File: src/rtl/xint_stamp_pkg.sv
package xint_stamp_pkg;

  typedef enum logic [1:0] {
    POL_FALL = 2'b00,
    POL_RISE = 2'b01,
    POL_NONE = 2'b10,
    POL_BOTH = 2'b11
  } pol_e;

  // Decide whether a detected transition counts for the given polarity.
  function automatic logic edge_hit(pol_e pol, logic rise, logic fall);
    logic hit;
    case (pol)
      POL_FALL: hit = fall;
      POL_RISE: hit = rise;
      POL_BOTH: hit = rise | fall;
      default:  hit = 1'b0;
    endcase
    return hit;
  endfunction

endpackage

File: src/rtl/xint_rst_sync.sv
module xint_rst_sync (
  input  logic clk_i,
  input  logic rst_ni,
  output logic rst_no
);

  logic [1:0] stage_q;
  logic [1:0] stage_d;

  always_comb begin
    stage_d = {stage_q[0], 1'b1};
  end

  always_ff @(posedge clk_i or negedge rst_ni) begin
    if (!rst_ni) begin
      stage_q <= 2'b00;
    end else begin
      stage_q <= stage_d;
    end
  end

  assign rst_no = stage_q[1];

endmodule

File: src/rtl/xint_pin_sync.sv
module xint_pin_sync #(
  parameter int NUM_PINS = 32
) (
  input  logic                clk_i,
  input  logic                rst_ni,
  input  logic [NUM_PINS-1:0] pin_i,
  output logic [NUM_PINS-1:0] rise_o,
  output logic [NUM_PINS-1:0] fall_o
);

  // Per pin: two metastability stages plus one history stage.
  for (genvar p = 0; p < NUM_PINS; p++) begin : g_pin
    logic [2:0] sh_q;
    logic [2:0] sh_d;

    always_comb begin
      sh_d = {sh_q[1:0], pin_i[p]};
    end

    always_ff @(posedge clk_i or negedge rst_ni) begin
      if (!rst_ni) begin
        sh_q <= 3'b000;
      end else begin
        sh_q <= sh_d;
      end
    end

    assign rise_o[p] =  sh_q[1] & ~sh_q[2];
    assign fall_o[p] = ~sh_q[1] &  sh_q[2];
  end

endmodule

File: src/rtl/xint_chan.sv
module xint_chan
  import xint_stamp_pkg::*;
#(
  parameter int NUM_PINS = 32,
  parameter int CNT_W    = 16,
  localparam int SEL_W   = $clog2(NUM_PINS),
  localparam int CFG_W   = SEL_W + 4
) (
  input  logic                clk_i,
  input  logic                rst_ni,
  input  logic                wr_en_i,
  input  logic [CFG_W-1:0]    wr_data_i,
  input  logic [NUM_PINS-1:0] rise_i,
  input  logic [NUM_PINS-1:0] fall_i,
  output logic                fire_o,
  output logic                en_o,
  output logic                route_o,
  output logic [CNT_W-1:0]    cnt_o
);

  logic             en_q, en_d;
  pol_e             pol_q, pol_d;
  logic [SEL_W-1:0] sel_q, sel_d;
  logic             route_q, route_d;
  logic [CNT_W-1:0] cnt_q, cnt_d;
  logic             fire_q, fire_d;
  logic             hit;

  // Configuration next state
  always_comb begin
    en_d    = en_q;
    pol_d   = pol_q;
    sel_d   = sel_q;
    route_d = route_q;
    if (wr_en_i) begin
      en_d    = wr_data_i[0];
      pol_d   = pol_e'(wr_data_i[2:1]);
      sel_d   = wr_data_i[SEL_W+2:3];
      route_d = wr_data_i[SEL_W+3];
    end
  end

  // Edge qualification and timestamp counter next state
  always_comb begin
    hit    = en_q & edge_hit(pol_q, rise_i[sel_q], fall_i[sel_q]);
    fire_d = hit;
    cnt_d  = hit ? '0 : cnt_q + CNT_W'(1);
  end

  always_ff @(posedge clk_i or negedge rst_ni) begin
    if (!rst_ni) begin
      en_q    <= 1'b0;
      pol_q   <= POL_FALL;
      sel_q   <= '0;
      route_q <= 1'b0;
    end else if (wr_en_i) begin
      en_q    <= en_d;
      pol_q   <= pol_d;
      sel_q   <= sel_d;
      route_q <= route_d;
    end
  end

  always_ff @(posedge clk_i or negedge rst_ni) begin
    if (!rst_ni) begin
      cnt_q  <= '0;
      fire_q <= 1'b0;
    end else begin
      cnt_q  <= cnt_d;
      fire_q <= fire_d;
    end
  end

  assign fire_o  = fire_q;
  assign en_o    = en_q;
  assign route_o = route_q;
  assign cnt_o   = cnt_q;

endmodule

File: src/rtl/xint_stamp.sv
module xint_stamp #(
  parameter int NUM_PINS = 32,
  parameter int NUM_CH   = 3,
  parameter int CNT_W    = 16,
  parameter int NMI_CH   = 2,
  localparam int SEL_W   = $clog2(NUM_PINS),
  localparam int CH_W    = $clog2(NUM_CH),
  localparam int CFG_W   = SEL_W + 4
) (
  input  logic                clk_i,
  input  logic                rst_ni,
  input  logic [NUM_PINS-1:0] gpio_i,
  input  logic                cfg_we_i,
  input  logic [CH_W-1:0]     cfg_ch_i,
  input  logic [CFG_W-1:0]    cfg_wdata_i,
  input  logic [CH_W-1:0]     rd_ch_i,
  output logic [CNT_W-1:0]    rd_cnt_o,
  output logic [NUM_CH-1:0]   irq_o,
  output logic                nmi_o
);

  logic                         rst_n_q;
  logic [NUM_PINS-1:0]          rise;
  logic [NUM_PINS-1:0]          fall;
  logic [NUM_CH-1:0]            fire;
  logic [NUM_CH-1:0]            route;
  logic [NUM_CH-1:0]            en_all;
  logic [NUM_CH-1:0][CNT_W-1:0] cnt_all;

  xint_rst_sync u_rst (
    .clk_i  (clk_i),
    .rst_ni (rst_ni),
    .rst_no (rst_n_q)
  );

  xint_pin_sync #(.NUM_PINS(NUM_PINS)) u_sync (
    .clk_i  (clk_i),
    .rst_ni (rst_n_q),
    .pin_i  (gpio_i),
    .rise_o (rise),
    .fall_o (fall)
  );

  for (genvar c = 0; c < NUM_CH; c++) begin : g_ch
    localparam logic IS_NMI = (c == NMI_CH);
    logic wr_sel;

    assign wr_sel = cfg_we_i && (cfg_ch_i == CH_W'(c));

    xint_chan #(.NUM_PINS(NUM_PINS), .CNT_W(CNT_W)) u_chan (
      .clk_i     (clk_i),
      .rst_ni    (rst_n_q),
      .wr_en_i   (wr_sel),
      .wr_data_i (cfg_wdata_i),
      .rise_i    (rise),
      .fall_i    (fall),
      .fire_o    (fire[c]),
      .en_o      (en_all[c]),
      .route_o   (route[c]),
      .cnt_o     (cnt_all[c])
    );

    assign irq_o[c] = fire[c] & ~(route[c] & IS_NMI);
  end

  assign nmi_o = fire[NMI_CH] & route[NMI_CH];

  always_comb begin
    rd_cnt_o = '0;
    for (int c = 0; c < NUM_CH; c++) begin
      if (rd_ch_i == CH_W'(c)) begin
        rd_cnt_o = cnt_all[c];
      end
    end
  end

endmodule

File: config.mk
export PLATFORM = sky130hd
export DESIGN_NAME = xint_stamp
export DESIGN_NICKNAME = d
export VERILOG_FILES = /design/src/rtl/xint_stamp_pkg.sv /design/src/rtl/xint_rst_sync.sv /design/src/rtl/xint_pin_sync.sv /design/src/rtl/xint_chan.sv /design/src/rtl/xint_stamp.sv
export SDC_FILE = /design/constraint.sdc
export NUM_CORES = 1
export LEC_CHECK = 0
export BUFFER_PORTS_ARGS = -buffer_cell sky130_fd_sc_hd__buf_2
export CORE_ASPECT_RATIO = 0.75
export CORE_MARGIN = 1
export CORE_UTILIZATION = 62
export CTS_CLUSTER_DIAMETER = 30
export DETAILED_ROUTE_END_ITERATION = 8
export PLACE_DENSITY = 0.88
export SLEW_MARGIN = 20
export SYNTH_ARGS = -nofsm -noshare
export SYNTH_HDL_FRONTEND = slang
export SYNTH_SLANG_ARGS = --single-unit
File: constraint.sdc
create_clock -name clk_i -period 11.9 [get_ports clk_i]
set_input_delay 0.595 -clock clk_i [delete_from_list [all_inputs] [get_ports clk_i]]
set_output_delay 0.595 -clock clk_i [all_outputs]
set_load 0.1 [all_outputs]
==> results of run 1 <==
-- worst reg2reg max path: stages, from the launching register on --
cell      delay (ps)
dfrtp_1         1110
nor4bb_1         190
o211ai_1         160
nand4_1          180
or4_1            620
o22ai_2          630
nor2_1           150
-- metal layers --
layer	vias up	part of all wire, %	track usage [%]
li1	2795	-	-
met1	3079	45	46.2
met2	369	44	43.0
met3	34	9.8	8.60
met4	0	1.8	10.8
met5	-	0	0
-- cells in the mapped netlist, drive strengths merged, types with 3 or more instances --
cell type,number,area (um^2)
o211ai,13,97.6
xor2,29,254
mux4,18,405
nand2b,39,244
o2111ai,6,52.6
dfrtp,174,4350
mux2i,25,250
nor2b,15,93.8
or2,3,18.8
inv,13,51.3
nand3b,25,188
nor3b,34,255
o22ai,4,45.0
nand2,39,146
and3,8,50.1
nand4,13,81.3
nor4bb,5,50.1
a2111oi,11,96.3
nor3,23,115
clkbuf,10,37.5
buf,29,171
o21ai,26,130
mux2,24,270
nor4,6,52.6
o311ai,4,35.0
xnor2,16,140
ha,3,37.5
a21oi,13,65.1
a211oi,16,120
nand3,18,90.1
nor2,53,199
-- report_power, final --
part	leakage, nW	switching, mW	total [mW]	internal, mW
registers	2.13	0.101	0.753	0.652
logic	1.51	0.235	0.373	0.138
clock network	0.260	0.233	0.519	0.286
-- through the flow --
stage	setup slack, ps	hold WS [ps]
2_1_floorplan	6690	299
3_3_place_gp	8970	284
3_5_place_dp	8810	294
4_1_cts	8780	251
5_1_grt	8540	244
6_report	8720	265
-- sequential cells by signal, indices dropped and copies added (netlist names) --
| signal | count |
|---|---|
| g_ch.u_chan.fire_o | 3 |
| g_ch.u_chan.en_o | 3 |
| g_ch.u_chan.cnt_o | 48 |
| u_rst.stage_q | 2 |
| u_sync.g_pin.sh_q | 96 |
| g_ch.u_chan.sel_q | 15 |
| g_ch.u_chan.pol_q | 6 |
| g_ch.u_chan.route_o | 1 |
-- final cells by class --
type	count	area, um^2
multi-input cells	515	3800
well taps	171	214
clock inverters	10	78.8
repair buffers	73	383
fillers	874	3750
clock buffers	22	474
inverters	13	51.3
flip-flops and latches	174	4360
-- logic make-up (layout without fill, tap and decap cells) --
group                      after synthesis  in the layout  share of synthesized area (%)
DFF                                    174            174                           51.8
buffers and inverters                   52            118                           3.09
xor gates and xnor gates                45             45                           4.69
other                                    1              1                         0.0446
adders and majority gates                3              3                          0.446
muxes                                   67             67                           11.0
and+or+nand+nor                        295            295                           20.2
AOI/OAI and AO/OA                      104            104                           8.73
-- worst paths after layout --
kind | start | slack (ps) | endpoint
max | g_ch[0].u_chan.sel_q[0]$_DFFE_PN0P_ | 8720 | g_ch[0].u_chan.cnt_o[14]$_DFF_PN0_
min | gpio_i[31] | 270 | u_sync.g_pin[31].sh_q[0]$_DFF_PN0_
max reg2reg | g_ch[0].u_chan.sel_q[0]$_DFFE_PN0P_ | 8720 | g_ch[0].u_chan.cnt_o[14]$_DFF_PN0_
min reg2reg | u_rst.stage_q[1]$_DFF_PN0_ | 280 | g_ch[1].u_chan.cnt_o[15]$_DFF_PN0_
max in group asynchronous | u_rst.stage_q[1]$_DFF_PN0_ | 9620 | u_sync.g_pin[13].sh_q[2]$_DFF_PN0_
min in group asynchronous | u_rst.stage_q[1]$_DFF_PN0_ | 280 | g_ch[1].u_chan.cnt_o[15]$_DFF_PN0_
==> summary.md, run 1 <==
| Metric | Value |
|---|---|
| Area after DPL | 8790 um^2 |
| EDFF count, synth | 0 |
| Critical path class | reg2reg |
| Outcome | completed |
| Reg2Reg Depth | 6 |
| Util after Layout | a little under three quarters |
| Power Density | roughly 180 nW/um^2 |
| Dpl cells | ~950 |
| Detail Route Antenna Nets | 0 |
| Core area | 13100 um^2 |
| Ant diodes | 0 |
| Layout cell share with drive strength beyond 1 | a little under 20% |
| CP bufs+invs | 0 |
| PostCTS Resize Cnt | 0 |
| DRC Markers | 0 |
| Overflow after GRT | 0 |
| Max-cap violations | 0 |
| Die height | ~100 um |
| Setup Buffers After CTS | 0 |
| Pre-antenna DRT Iters | 5 |
| Syn Inst Count | 741 |
| Global-route wire length before repair | about 32000 um |
| Synthesized area per cell | between 10 and 15 um^2 |
| Clk_lat worst skew | between 400 and 500 ps |
| Gr usage total | roughly 31% |
| Clk sink count | between 150 and 200 |
| Slowest stage delay, CP | ~1100 ps |
| Final setup TNS | 0 ps |
| Achievable frequency | 314 MHz |
| Slowest-stage cell, CP | dfrtp_1 |
| Synth unique cells | 57 |
| Final setup vio count | 0 |
| Clk pin slew, worst setup/hold paths | ~70 ps |
| Primary FF master, synth | dfrtp_1 |
| Ports | 68 |
| Most common cell after layout, fill and taps aside | dfrtp_1 |
| Final Instance Area | roughly 9400 um^2 |
| Initial core utilization | between 60% and 70% |
| Post-synthesis sequential area ratio | approximately half |
| Peak supply drop | around 0.19 mV |
| Minimum clock period | about 3200 ps |
| Routability congestion estimate | approximately 0.96 |
| Mapped cell area | ~8400 um^2 |
| Post-DP HPWL | about 14000 um |
| WP data required | 12180 ps |
| Final hold vios | 0 |
| Post-synthesis register bit count | roughly 170 |
| Rel. slew slack | approximately 22% |
| Startpoint Class | register |
| Placement row count | 36 |
| Worst Hold Depth | 1 |
| H-tree depth | 4 |
| Path length in cells of the critical path | 6 |
| Final Max Slew Viols | 0 |
| Total Nets Final | 845 |
| Initial antenna violation count | 0 |
| Port buffer count | 67 |
| Synth async-reset ratio | 100% |
| Via Count | between 6k and 7k |
| Post-synth net total | 792 |
| Root Buffer Master | clkbuf_16 |
| Most frequent cells in the layout | dfrtp_1 (172), buf_2 (67), nor2_1 (53) |
| Vias in the first global route | approximately 6.0k |
| DRT iter0 DRCs | ~830 |
| Worst path top cell family by delay | flip-flops |
| Slew @ Worst Pin | approximately 1200 ps |
| Final period utilization | a little over a quarter |
| Clock buffer count from CTS | 17 |
| Power, Total | ~1.6 mW |
| Layout area overhead | 11.2% |
| Leak | just under 4 nW |
| Ys Warns | 0 |
| Die ar. | approximately 14000 um^2 |
| Worst hold path type | in2reg |
| Die width | between 100 and 150 um |
| Worst-case clock buffer depth | 2 |
| Worst clock skew | approximately 13 ps |
| CTS tree | built |
| RSZ-0062 raised after global routing | no |
| Largest net degree at the start of global routing | 73 |
| Crit path DAT | roughly 3500 ps |
| DR vias/cell | around 6.4 |
| Routed WL | between 20000 and 25000 um |
| Crit path cell chain | nor4bb_1 > o211ai_1 > nand4_1 > or4_1 > o22ai_2 > nor2_1 |
| CTS hold repair buffers | 1 |
| Crit. End Element | register |
| CP max FO | 31 |
| Post-route insts no fill | 978 |
| Per-cell routed wire length | between 20 and 25 um |
Power figures use the tool's default switching activity.
==> run 2, diff against run 1 <==
Settings changed: ABC_AREA set to 1, CORE_UTILIZATION 62 to 60, PLACE_DENSITY 0.88 to 0.86.
Clock period 11.9 ns to 3.25 ns, I/O delays scaled along.
==> run 2 against run 1 <==
  * First-iteration DRC count grew 10%
  * Critical path type unchanged
  * Combinational power grew to 5.0 times the previous value
  * Total power grew to 4.1 times the previous value
  * Clock-buffer cell count shrank 4
  * Largest cell class unchanged
  * Largest power group unchanged
  * Register-to-register slack lost 7700 ps
  * Sequential power grew to 3.7 times the previous value
  * Wire length grew 14%
  * Flip-flop and latch count is the same
  * Cell area grew 8.1%
==> summary.md, run 2 <==
| Metric | Value |
|---|---|
| Outcome | completed |
| RSZ-0062 raised after global routing | no |
| CTS tree | built |
| Vias in the first global route | approximately 7.6k |
| Leak | approximately 4.7 nW |
| Area of the multi-input gates | between 3000 and 4000 um^2 |
| Max-cap violations | 0 |
| Rel. slew slack | 39.9% |
| Seq pwr share | approximately 41% |
| Largest net degree at the start of global routing | 100 |
| Max reg flops | 96 |
| Layout cell share with drive strength beyond 1 | around 14% |
| H-tree depth | 4 |
| Count leader, synth | nand3_1 |
| NetSw | roughly 2.6 mW |
| DRC Markers | 0 |
| Startpoint Class | register |
| Fill cell count | between 1k and 1.5k |
| Max Used Layer | met4 |
| Die width | around 140 um |
| Worst clock skew | 8.85 ps |
| Detail Route Antenna Nets | 0 |
| Power Density | approximately 670 nW/um^2 |
| DR vias/cell | a little under 6 |
| Power, Total | approximately 6.7 mW |
| Synth unique cells | 35 |
| Synth async-reset ratio | 100% |
| Metal2 WL | ~9400 um |
| Primary FF master, synth | dfrtp_1 |
| Reg2Reg Depth | 11 |
| Mapped cell area | between 8000 and 9000 um^2 |
| CP max FO | 32 |
| Slew @ Worst Pin | ~900 ps |
| Post-DP HPWL | ~15000 um |
| Worst r2r src | g_ch[0].u_chan.sel_q[0]$_DFFE_PN0P_ |
| Gate power share | 27.5% |
| Most frequent cells in the layout | nand3_1 (262), nand2_1 (242), dfrtp_1 (173) |
| Final setup vio count | 0 |
| Cell taking the most area after synthesis | dfrtp_1 |
| Minimum clock period | about 2300 ps |
| Register bank with the most flops | u_sync.g_pin.sh_q |
| Routability congestion estimate | 0.971 |
| Worst Hold End | g_ch[1].u_chan.sel_q[1]$_DFFE_PN0P_ |
| Switching Share | a little under two fifths |
| Per-cell routed wire length | between 15 and 20 um |
| Die height | about 110 um |
| Layout area overhead | 14.6% |
| EDFF count, synth | 0 |
| Critical path class | reg2reg |
| Post-synthesis register bit count | between 150 and 200 |
| Ys Warns | 0 |
| Reg area | 4360 um^2 |
| Post-route insts no fill | around 1.4k |
| WP data required | between 3000 and 4000 ps |
| Flop-to-flop setup slack | a little under 1000 ps |
| Routed WL | around 23000 um |
| Largest cells by area after synthesis | dfrtp_1 (49%), nand3_1 (15%), nand2_1 (10%), inv_1 (4.3%), a21oi_2 (3.1%) |
| Final setup TNS | 0 ps |
| Clk pin slew, worst setup/hold paths | roughly 70 ps |
| Most common cell after layout, fill and taps aside | nand3_1 |
| Final hold vios | 0 |
| Peak supply drop | 0.567 mV |
| Util after Layout | between 70% and 80% |
| Pre-antenna DRT Iters | 6 |
| Achievable frequency | ~440 MHz |
| Internal Pwr Total | roughly 4.2 mW |
| Clk sink count | ~170 |
| Synthesized area per cell | slightly above 8 um^2 |
| Post-synth net total | between 1k and 1.5k |
| Core area | 14000 um^2 |
| CP startpoint | g_ch[0].u_chan.sel_q[0]$_DFFE_PN0P_ |
| Final period utilization | 69.9% |
| Area after DPL | approximately 9200 um^2 |
| Placement row count | 37 |
| DRT iter0 DRCs | roughly 920 |
| Clk_lat worst skew | roughly 440 ps |
| Hold path start | cfg_wdata_i[4] |
| Top post-synthesis cells by count | nand3_1 (262), nand2_1 (242), dfrtp_1 (174) |
| Worst Hold Depth | 3 |
| Gr usage total | roughly a third |
| Port buffer count | between 60 and 70 |
| Clock buffer count from CTS | 17 |
| Worst hold path type | in2reg |
| Crit. End Element | register |
| Die ar. | between 15000 and 20000 um^2 |
| DR WL met3 | 2870 um |
| Dpl cells | roughly 1.3k |
| Final Instance Area | just over 10000 um^2 |
| Crit path DAT | between 2000 and 3000 ps |
| Syn Inst Count | 1062 |
| Met1 wire length | 10100 um |
| Post-synthesis sequential area ratio | between 40% and 50% |
| Global-route wire length before repair | between 30000 and 40000 um |
| Ports | between 60 and 70 |
| Overflow after GRT | 0 |
| Root Buffer Master | clkbuf_16 |
| Via Count | roughly 8k |
| Initial antenna violation count | 0 |
| Worst-case clock buffer depth | 2 |
| RR Endpoint | g_ch[0].u_chan.cnt_o[4]$_DFF_PN0_ |
| Ant diodes | 0 |
| Final Max Slew Viols | 0 |
| Area share of the largest cell type after synthesis | 49.3% |
| Initial core utilization | 62.9% |
| Total Nets Final | roughly 1.2k |
| Clk pwr share | 31.4% |
| Setup Buffers After CTS | 0 |
run 2: how the worst max path moves through the flow:
stage | cells past startpoint | slack, ps | endpoint
after floorplan | 0 | 370 | g_ch[0].u_chan.cnt_o[0]$_DFF_PN0_
after global placement | 11 | 1180 | g_ch[1].u_chan.cnt_o[4]$_DFF_PN0_
after detailed placement | 11 | 1130 | g_ch[0].u_chan.cnt_o[1]$_DFF_PN0_
after CTS | 11 | 1060 | g_ch[0].u_chan.cnt_o[4]$_DFF_PN0_
after global routing | 11 | 860 | g_ch[0].u_chan.cnt_o[2]$_DFF_PN0_
final | 11 | 980 | g_ch[0].u_chan.cnt_o[4]$_DFF_PN0_
run 2: cell families after synthesis:
logic type | count (synthesis) | share of synthesized area (%)
DFF | 174 | 49.3
xor gates and xnor gates | 43 | 4.27
muxes | 1 | 0.128
and+or+nand+nor | 598 | 30.7
adders and majority gates | 3 | 0.425
AOI/OAI and AO/OA | 86 | 6.65
buffers and inverters | 156 | 8.45
other | 1 | 0.0425
run 2: power groups by stage:
stage / registers [mW] / logic (mW) / clock network, mW
finish: 2.77 / 1.85 / 2.11
detailed placement: 2.79 / 1.76 / 0
global placement: 2.78 / 1.72 / 0
floorplan: 2.66 / 1.50 / 0
global route: 2.80 / 2.01 / 2.24
CTS: 2.75 / 1.81 / 2.14
run 2: repair_timing:
item,4_1_cts,5_1_grt
resized for setup,0,0
hold endpoints to repair,35,0
hold buffers,34,0
run 2: stage by stage:
| stage | hold WS (ps) | setup WS (ps) |
|---|---|---|
| after CTS | 18.3 | 1060 |
| after global placement | -47.5 | 1180 |
| after detailed placement | -47.9 | 1130 |
| after global routing | 37.5 | 857 |
| after floorplan | -133 | 375 |
| final | 19.6 | 980 |
run 2: layout make-up:
cell class | count | area share, %
well taps | 195 | 2.41
repair buffers | 111 | 7.55
clock inverters | 14 | 1.79
multi-input cells | 732 | 36.8
flip-flops and latches | 174 | 43.1
clock buffers | 18 | 4.24
inverters | 108 | 4.08
run 2: metal layers:
metal  global-route usage, %  vias up
li1                        -     3642
met1                    46.2     3613
met2                    44.6      483
met3                    12.3       61
met4                    12.7        0
met5                       0        -
run 2: worst max-delay path, cell delays in order, from the launching register on:
cell	delay, ps
dfrtp_1	380
buf_4	200
inv_4	310
nand3_1	150
nand3_1	130
nand3_1	160
nand3_1	130
nand3_1	80
nand2_1	120
nand2_2	80
nand2_4	230
a21oi_1	130
